$ cat src/rtl/tx_stop_pkg.sv
package tx_stop_pkg;

  typedef enum logic [2:0] {
    ST_IDLE     = 3'd0,
    ST_SENDING  = 3'd1,
    ST_STOPPING = 3'd2,
    ST_STOPPED  = 3'd3,
    ST_ABORTING = 3'd4
  } tx_state_e;

  // Value a control bit takes in this cycle: a write in flight wins over the register.
  function automatic logic eff_bit(input logic wr, input logic wdata, input logic cur);
    return wr ? wdata : cur;
  endfunction

  function automatic logic frame_in_flight(input tx_state_e s);
    return (s == ST_SENDING) || (s == ST_STOPPING);
  endfunction

  // Sticky event update: set wins over write-1-to-clear.
  function automatic logic sticky_next(input logic cur, input logic set, input logic clr);
    return set | (cur & ~clr);
  endfunction

endpackage

$ cat src/rtl/tx_stop_regs.sv
module tx_stop_regs
  import tx_stop_pkg::*;
(
  input  logic clk,
  input  logic rst_n,
  input  logic ctl_wr,
  input  logic ctl_wdata_en,
  input  logic ctl_wdata_stop,
  input  logic mask_wr,
  input  logic mask_wdata,
  input  logic evt_clr_wr,
  input  logic evt_clr_bit,
  input  logic stop_done,
  output logic en_q,
  output logic stop_q,
  output logic en_eff,
  output logic stop_eff,
  output logic en_fall,
  output logic mask_q,
  output logic evt_q,
  output logic irq
);

  logic evt_clr;

  assign en_eff   = eff_bit(ctl_wr, ctl_wdata_en, en_q);
  assign stop_eff = eff_bit(ctl_wr, ctl_wdata_stop, stop_q);
  assign en_fall  = ctl_wr & en_q & ~ctl_wdata_en;
  assign evt_clr  = evt_clr_wr & evt_clr_bit;
  assign irq      = evt_q & mask_q;

  always_ff @(posedge clk or negedge rst_n) begin
    if (!rst_n) begin
      en_q   <= 1'b0;
      stop_q <= 1'b0;
      mask_q <= 1'b0;
      evt_q  <= 1'b0;
    end else begin
      if (ctl_wr) begin
        en_q   <= ctl_wdata_en;
        stop_q <= ctl_wdata_stop;
      end
      if (mask_wr) mask_q <= mask_wdata;
      evt_q <= sticky_next(evt_q, stop_done, evt_clr);
    end
  end

endmodule

$ cat src/rtl/tx_stop_fsm.sv
module tx_stop_fsm
  import tx_stop_pkg::*;
(
  input  logic      clk,
  input  logic      rst_n,
  input  logic      en_eff,
  input  logic      stop_eff,
  input  logic      en_fall,
  input  logic      fifo_ready,
  input  logic      retx_pending,
  input  logic      frame_done,
  input  logic      early_col,
  output logic      start_permit,
  output logic      abort_badcrc,
  output logic      stop_done,
  output logic      col_stop,
  output tx_state_e state_o
);

  tx_state_e state_q, state_d;
  logic      busy;

  assign busy    = frame_in_flight(state_q);
  assign state_o = state_q;

  assign start_permit = (state_q == ST_IDLE) & en_eff & ~stop_eff &
                        (fifo_ready | retx_pending);
  assign abort_badcrc = (state_q == ST_ABORTING) | (en_fall & busy & ~frame_done);

  always_comb begin
    state_d   = state_q;
    stop_done = 1'b0;
    col_stop  = 1'b0;
    unique case (state_q)
      ST_IDLE: begin
        if (en_eff && stop_eff) begin
          state_d   = ST_STOPPED;
          stop_done = 1'b1;
        end else if (start_permit) begin
          state_d = ST_SENDING;
        end
      end
      ST_SENDING, ST_STOPPING: begin
        if (en_fall) begin
          state_d = frame_done ? ST_IDLE : ST_ABORTING;
        end else if (early_col && stop_eff) begin
          state_d   = ST_STOPPED;
          stop_done = 1'b1;
          col_stop  = 1'b1;
        end else if (frame_done) begin
          state_d   = stop_eff ? ST_STOPPED : ST_IDLE;
          stop_done = stop_eff;
        end else begin
          state_d = stop_eff ? ST_STOPPING : ST_SENDING;
        end
      end
      ST_STOPPED: begin
        if (!en_eff || !stop_eff) state_d = ST_IDLE;
      end
      ST_ABORTING: begin
        if (frame_done) state_d = ST_IDLE;
      end
      default: state_d = ST_IDLE;
    endcase
  end

  always_ff @(posedge clk or negedge rst_n) begin
    if (!rst_n) state_q <= ST_IDLE;
    else        state_q <= state_d;
  end

endmodule

$ cat src/rtl/tx_stop_retx.sv
module tx_stop_retx (
  input  logic clk,
  input  logic rst_n,
  input  logic col_stop,
  input  logic en_fall,
  input  logic start_permit,
  output logic pending,
  output logic start_retx
);

  assign start_retx = start_permit & pending;

  always_ff @(posedge clk or negedge rst_n) begin
    if (!rst_n)                       pending <= 1'b0;
    else if (en_fall || start_permit) pending <= 1'b0;
    else if (col_stop)                pending <= 1'b1;
  end

endmodule

$ cat src/rtl/tx_stop_ctrl.sv
module tx_stop_ctrl
  import tx_stop_pkg::*;
(
  input  logic clk,
  input  logic rst_n,
  input  logic ctl_wr,
  input  logic ctl_wdata_en,
  input  logic ctl_wdata_stop,
  input  logic mask_wr,
  input  logic mask_wdata,
  input  logic evt_clr_wr,
  input  logic evt_clr_bit,
  input  logic fifo_frame_ready,
  input  logic eng_frame_done,
  input  logic eng_early_col,
  output logic ctl_enable,
  output logic ctl_stop,
  output logic start_permit,
  output logic start_retx,
  output logic abort_badcrc,
  output logic dma_halt,
  output logic clr_rdes_active,
  output logic clr_xdes_active,
  output logic stop_event,
  output logic stop_mask,
  output logic irq
);

  // Named internal events, also seen by the bound checker.
  logic      en_eff, stop_eff, en_fall;
  logic      stop_done, col_stop, retx_pending;
  tx_state_e cur_state;

  tx_stop_regs regs_i (
    .clk            (clk),
    .rst_n          (rst_n),
    .ctl_wr         (ctl_wr),
    .ctl_wdata_en   (ctl_wdata_en),
    .ctl_wdata_stop (ctl_wdata_stop),
    .mask_wr        (mask_wr),
    .mask_wdata     (mask_wdata),
    .evt_clr_wr     (evt_clr_wr),
    .evt_clr_bit    (evt_clr_bit),
    .stop_done      (stop_done),
    .en_q           (ctl_enable),
    .stop_q         (ctl_stop),
    .en_eff         (en_eff),
    .stop_eff       (stop_eff),
    .en_fall        (en_fall),
    .mask_q         (stop_mask),
    .evt_q          (stop_event),
    .irq            (irq)
  );

  tx_stop_fsm fsm_i (
    .clk          (clk),
    .rst_n        (rst_n),
    .en_eff       (en_eff),
    .stop_eff     (stop_eff),
    .en_fall      (en_fall),
    .fifo_ready   (fifo_frame_ready),
    .retx_pending (retx_pending),
    .frame_done   (eng_frame_done),
    .early_col    (eng_early_col),
    .start_permit (start_permit),
    .abort_badcrc (abort_badcrc),
    .stop_done    (stop_done),
    .col_stop     (col_stop),
    .state_o      (cur_state)
  );

  tx_stop_retx retx_i (
    .clk          (clk),
    .rst_n        (rst_n),
    .col_stop     (col_stop),
    .en_fall      (en_fall),
    .start_permit (start_permit),
    .pending      (retx_pending),
    .start_retx   (start_retx)
  );

  assign dma_halt        = ~en_eff;
  assign clr_rdes_active = en_fall;
  assign clr_xdes_active = en_fall;

endmodule

$ cat config.mk
export PLATFORM = sky130hd
export DESIGN_NAME = tx_stop_ctrl
export DESIGN_NICKNAME = d
export VERILOG_FILES = /design/src/rtl/tx_stop_pkg.sv /design/src/rtl/tx_stop_regs.sv /design/src/rtl/tx_stop_fsm.sv /design/src/rtl/tx_stop_retx.sv /design/src/rtl/tx_stop_ctrl.sv
export SDC_FILE = /design/constraint.sdc
export NUM_CORES = 1
export LEC_CHECK = 0
export ABC_CLOCK_PERIOD_IN_PS = 1350
export BUFFER_PORTS_ARGS = -buffer_cell sky130_fd_sc_hd__buf_2
export CORE_AREA = 8 8 45 47
export CTS_CLUSTER_DIAMETER = 60
export DETAILED_ROUTE_END_ITERATION = 16
export DIE_AREA = 0 0 53 55
export PLACE_DENSITY = 0.8
export SLEW_MARGIN = 0
export SYNTH_ARGS = -nofsm -noshare
export SYNTH_HDL_FRONTEND = slang
export SYNTH_SLANG_ARGS = --single-unit
$ cat constraint.sdc
create_clock -name clk -period 1.35 [get_ports clk]
set_input_delay 0.0675 -clock clk [delete_from_list [all_inputs] [get_ports clk]]
set_output_delay 0.0675 -clock clk [all_outputs]
set_load 0.01 [all_outputs]
### Yosys cells after proc, flatten, opt, wreduce, memory -nomap -nowiden

Index checks and enable logic that the tools add are counted.

| storage, ports and cells | value |
|---|---|
| output and inout bits | 11 |
| logic and storage cells | 66 |
| bits of input ports | 12 |
| bits in registers | 8 |

| operators by class | value |
|---|---|
| bitwise operators | 19 |
| reduce and logical (&&, ||, !) cells | 11 |
| mux-type cells | 23 |
| eq/ne operators | 7 |

Operators by type and width:

| cell | number |
|---|---|
| $mux 3 | 8 |
| $pmux 3 s4 | 1 |
| $and 1x1->1 | 11 |
| $mux 1 | 11 |
| $eq 3x2->1 const B | 2 |
| $not 1->1 | 5 |
| $mux 2 | 2 |
| $eq 3x1->1 const B | 1 |
| $eq 3x3->1 const B | 1 |
| $logic_not 3->1 | 1 |
| $logic_or 1x1->1 | 3 |
| $ne 3x2->1 const B | 1 |
| $or 1x1->1 | 3 |
| $reduce_and 3->1 | 1 |
| $logic_and 1x1->1 | 2 |
| $logic_not 1->1 | 2 |
| $ne 2x1->1 const B | 1 |
| $ne 2x2->1 const B | 1 |
| $pmux 1 s2 | 1 |
| $reduce_bool 2->1 | 1 |
| $reduce_or 2->1 | 1 |

### Depth between registers and ports, before layout

| logic depth | value |
|---|---|
| word-level depth | 7 |
| gate-level depth with buffers | 5 |
| depth with buffers taken out | 5 |

### Modules after synthesis

A second synthesis with hierarchy kept.

| second synthesis, totals | value |
|---|---|
| cell total of the unflattened synthesis | 46 |
| area, all modules | 474.2 sq um |

Modules (own cells, without submodules):

| module | instances | seq. area each (sq um) | cells an instance | area an instance (sq um) |
|---|---|---|---|---|
| tx_stop_fsm | 1 | 75.1 | 28 | 250.2 |
| tx_stop_regs | 1 | 100.1 | 12 | 166.4 |
| tx_stop_retx | 1 | 25.0 | 4 | 46.3 |
| tx_stop_ctrl | 1 | 0.0 | 2 | 11.3 |

### Least setup slack after synthesis

Ideal clock, no wire load.

| timing | value |
|---|---|
| path kind | reg-to-reg |
| start point | reg fsm_i.state_q[2], in the netlist fsm_i.state_o[2] |
| end point | reg retx_i.pending |
| slack | -0.107 ns |
| period minus slack after synthesis | 1.457 ns |
| data required time | 1.212 ns |
| arrival time | 1.320 ns |
| path buffers | 1 |
| cell stages (with the launch flop) | 5 |
| setup time | 0.138 ns |
| cell sequence | dfrtp_1 > clkbuf_1 > or3_1 > nor4_2 > nor3b_2 |

| between the ends | value |
|---|---|
| cells in the longest elaborated chain, start to end | 6 |
| elaborated cells between the ends (all ways) | 11 |
| those cells by class | 2 x eq/ne; 2 x mux; 3 x bitwise; 4 x reduce/logical |

RTL lines:

| item | RTL line | RTL |
|---|---|---|
| from (decl) | tx_stop_fsm.sv:20 | `tx_state_e state_q, state_d;` |
| from (signal assigned) | tx_stop_fsm.sv:69 | `else state_q <= state_d;` |
| $logic_not 3->1 * | tx_stop_fsm.sv:26 | `assign start_permit = (state_q == ST_IDLE) & en_eff & ~stop_eff &` |
| $and 1x1->1 * (3 in series) | tx_stop_fsm.sv:26 |  |
| net start_permit | tx_stop_ctrl.sv:18 | `output logic start_permit,` |
| $logic_or 1x1->1 * | tx_stop_retx.sv:15 | `else if (en_fall \|\| start_permit) pending <= 1'b0;` |
| $mux 1 / $reduce_bool 2->1 (equally long branches) | -- |  |
| to (signal assigned) | tx_stop_retx.sv:14 | `if (!rst_n) pending <= 1'b0;` |
| to (signal assigned) | tx_stop_retx.sv:15 |  |
| to (signal assigned) | tx_stop_retx.sv:16 | `else if (col_stop) pending <= 1'b1;` |
| to (decl) | tx_stop_retx.sv:7 | `output logic pending,` |

Mark *: on every way through the listed nets, which the timed path passes. The rest lies on a longest branch.
A chain may end at the register's enable or synchronous reset.

### Worst setup path in the final report

| timing | value |
|---|---|
| start point | reg fsm_i.state_q[0], in the netlist fsm_i.state_o[0] |
| end point | out abort_badcrc |

| between the ends | value |
|---|---|
| cells in the longest elaborated chain, start to end | 5 |
| elaborated cells between the ends (all ways) | 7 |
| those cells by class | 3 x eq/ne; 3 x bitwise; 1 x reduce/logical |

RTL lines:

| item | RTL line | RTL |
|---|---|---|
| $eq 3x1->1 / $eq 3x2->1 (equally long branches) | tx_stop_pkg.sv:17 | `return (s == ST_SENDING) \|\| (s == ST_STOPPING);` |
| $logic_or 1x1->1 | tx_stop_pkg.sv:17 |  |
| $and 1x1->1 (2 in series) | tx_stop_fsm.sv:28 | `assign abort_badcrc = (state_q == ST_ABORTING) \| (en_fall & busy & ~frame_done);` |
| $or 1x1->1 * | tx_stop_fsm.sv:28 |  |
| to (decl) | tx_stop_ctrl.sv:20 | `output logic abort_badcrc,` |

Mark *: on every way between the ends. The rest lies on a longest branch, timed or not.

==> flow_summary.json <==
{
  "rsz0062_at_grt": "true",
  "holdWs_ns": 0.0422,
  "design_area_um2": 876,
  "routabilityCongestion": 0.866,
  "core.rowCount": 14,
  "finalNetCount": 104,
  "crit_path_max_fanout": 3,
  "ys_seq_elements": 8,
  "grt_pass1_vias": 564,
  "clock-sinks": 8,
  "ir_worst_vdd_v": 0.000771,
  "timing_worst_setup_path_type": "reg -> out",
  "io_pins": 23,
  "avgSynthCellArea_um2": 10.3,
  "dp.cells": 91,
  "grt_max_degree": 9,
  "hold_path.class": "in -> reg",
  "dr.pass1.iters": 4,
  "vias": 556,
  "violations": "negative setup slack",
  "worst_pin_slew_ns": 0.352,
  "setup.worst_path.start_class": "flop",
  "synth_area_um2": 494,
  "die_x_um": 53,
  "finalWorstSetupSlack_ns": -0.150,
  "htreeDepth": 1,
  "p_per_area_nw_per_um2": 1490,
  "clk_latency_ns": 0.26,
  "port_buffers": 22,
  "finalCriticalPeriod_ns": 1.50,
  "cp-end-kind": "output port",
  "routed_wl_um": 1730,
  "drive_above_1_share_pct": 65.2,
  "drc": 0,
  "via_per_inst": 5.30,
  "cts_tree": "built",
  "grt_antenna_before_repair": 0,
  "drtIter0Drc": 10,
  "diodes": 0,
  "dpl_cell_area_um2": 687,
  "status": "finished, violations left",
  "ant_nets": 0,
  "start_util_pct": 35.7,
  "die_area_um2": 2920,
  "final_max_slew_viol_count": 0,
  "finalNonFillerCells": 105,
  "grt_overflow": 0,
  "hpwl_um": 1140,
  "die_y_um": 55,
  "area_delta_synth_final_pct": 77.2,
  "core_um2": 1380,
  "cts_buffer_depth": 2,
  "syn_nets": 61,
  "worstPathRequired_ns": 1.28,
  "dp_slack_ns": -0.0238,
  "routedWlPerCell_um": 16.5,
  "mostFrequentLayoutCells": "20 x buf_2, 13 x buf_4, 8 x dfrtp_1, 6 x buf_6",
  "root_buffer": "clkbuf_4",
  "post-route-period-util_pct": 111,
  "setup_viol": 6,
  "hold_violations": 0,
  "final_common_cell": "buf_2",
  "numCtsBuffers": 3,
  "cap_violations": 0,
  "yosysWarnings": 0,
  "arrival_ns": 1.43,
  "grt_usage_pct": 11.9,
  "slew-limit-headroom_pct": 76.4,
  "p_leak_nw": 0.430,
  "seq_area_frac_synth_pct": 40.5,
  "finalClockSkew_ns": 0.00370,
  "path_clk_slew_ns": 0.06,
  "max_freq_mhz": 667,
  "grt_pass1_wl_um": 2530,
  "netlist_instances": 48,
  "synth_cell_types": 28
}
[worst max-delay path: stages (launching register included)]
cell and delay, ns:
dfrtp_1 0.38, buf_6 0.13, nand2b_4 0.12, nor4_2 0.04, or3_1 0.36, buf_2 0.14
[cell families (layout without fill, tap and decap cells)]
logic type / after synthesis / in the layout / share of synthesized area [%]
DFF: 8 / 8 / 40.5
AOI/OAI and AO/OA: 7 / 7 / 11.6
adders and majority gates: 1 / 1 / 2.53
xor gates and xnor gates: 1 / 1 / 1.77
buffers and inverters: 7 / 48 / 6.58
muxes: 3 / 3 / 9.62
and+or+nand+nor: 21 / 21 / 27.3
[Yosys cell counts]
library cell | number | area [µm²]
a2111oi_0 | 1 | 8.76
a21boi_0 | 1 | 7.51
a21o_1 | 1 | 7.51
a221o_1 | 2 | 20.0
and2_1 | 1 | 6.26
buf_4 | 1 | 7.51
clkbuf_1 | 1 | 3.75
dfrtp_1 | 8 | 200
ha_1 | 1 | 12.5
inv_1 | 4 | 15.0
inv_4 | 1 | 6.26
mux2_2 | 1 | 11.3
mux2i_2 | 1 | 13.8
mux2i_4 | 1 | 22.5
nand2_1 | 2 | 7.51
nand2b_1 | 2 | 12.5
nand3b_1 | 1 | 7.51
nor2_1 | 3 | 11.3
nor3_1 | 1 | 5.00
nor3b_1 | 1 | 7.51
nor3b_2 | 1 | 12.5
nor4_1 | 4 | 25.0
nor4_2 | 1 | 12.5
nor4b_1 | 1 | 8.76
o21ai_0 | 1 | 5.00
o41ai_1 | 1 | 8.76
or3_1 | 3 | 18.8
xnor2_1 | 1 | 8.76
[registers in the layout (all words and copies together) (netlist names)]
register	cells
regs_i.evt_q	1
regs_i.en_q	1
fsm_i.state_o	3
retx_i.pending	1
regs_i.stop_q	1
regs_i.mask_q	1
[path summary, 6_finish.rpt]
kind,from,to,slack (ns),cells after the start
worst max-delay path,fsm_i.state_o[0],abort_badcrc,-0.15,5
worst min-delay path,mask_wdata,regs_i.mask_q,0.04,2
worst max register to register,regs_i.stop_q,fsm_i.state_o[0],-0.14,6
worst min register to register,regs_i.mask_q,regs_i.mask_q,0.52,1
max in group asynchronous,rst_n,fsm_i.state_o[1],0.99,2
min in group asynchronous,rst_n,regs_i.en_q,0.18,2
[through the flow]
stage | power, mW | TNS [ns] | util, %
6_report | 1.30 | -0.719 | 63.3
5_1_grt | 1.38 | -1.13 | 63.3
4_1_cts | 1.25 | -0.775 | 59.6
3_5_place_dp | 0.877 | -0.0404 | 49.6
3_3_place_gp | 0.858 | -0.00568 | 49.6
2_1_floorplan | 0.670 | -0.208 | -
[repair_timing]
item	in CTS	in global routing
setup buffers	8	2
endpoints found under the setup margin	4	9
hold endpoints to repair	8	0
cloned	0	0
pin swaps	3	4
hold buffers	1	0
gates resized for setup	9	8
[area by class of cell]
cell class	count	area, µm²
clock buffers	3	22.5
inverters	5	23.8
well taps	16	20.0
fillers	111	508
flip-flops and latches	8	200
multi-input cells	33	334
repair buffers	40	275
[power breakdown]
| part | switching, mW | internal (mW) | leakage, nW | total, mW |
|---|---|---|---|---|
| sequential | 0.0551 | 0.308 | 0.0974 | 0.363 |
| clock | 0.0911 | 0.102 | 0.0138 | 0.193 |
| combinational | 0.344 | 0.404 | 0.319 | 0.749 |
[metal layers]
metal  up-vias  wire length [µm]  GRT usage, %
met3         5               104          4.01
met2        17               973          21.1
met1       275               608          11.9
li1        259                 -             -
met5         -                 0             0
met4         0                46          7.33
(Power assumes the default switching activity.)
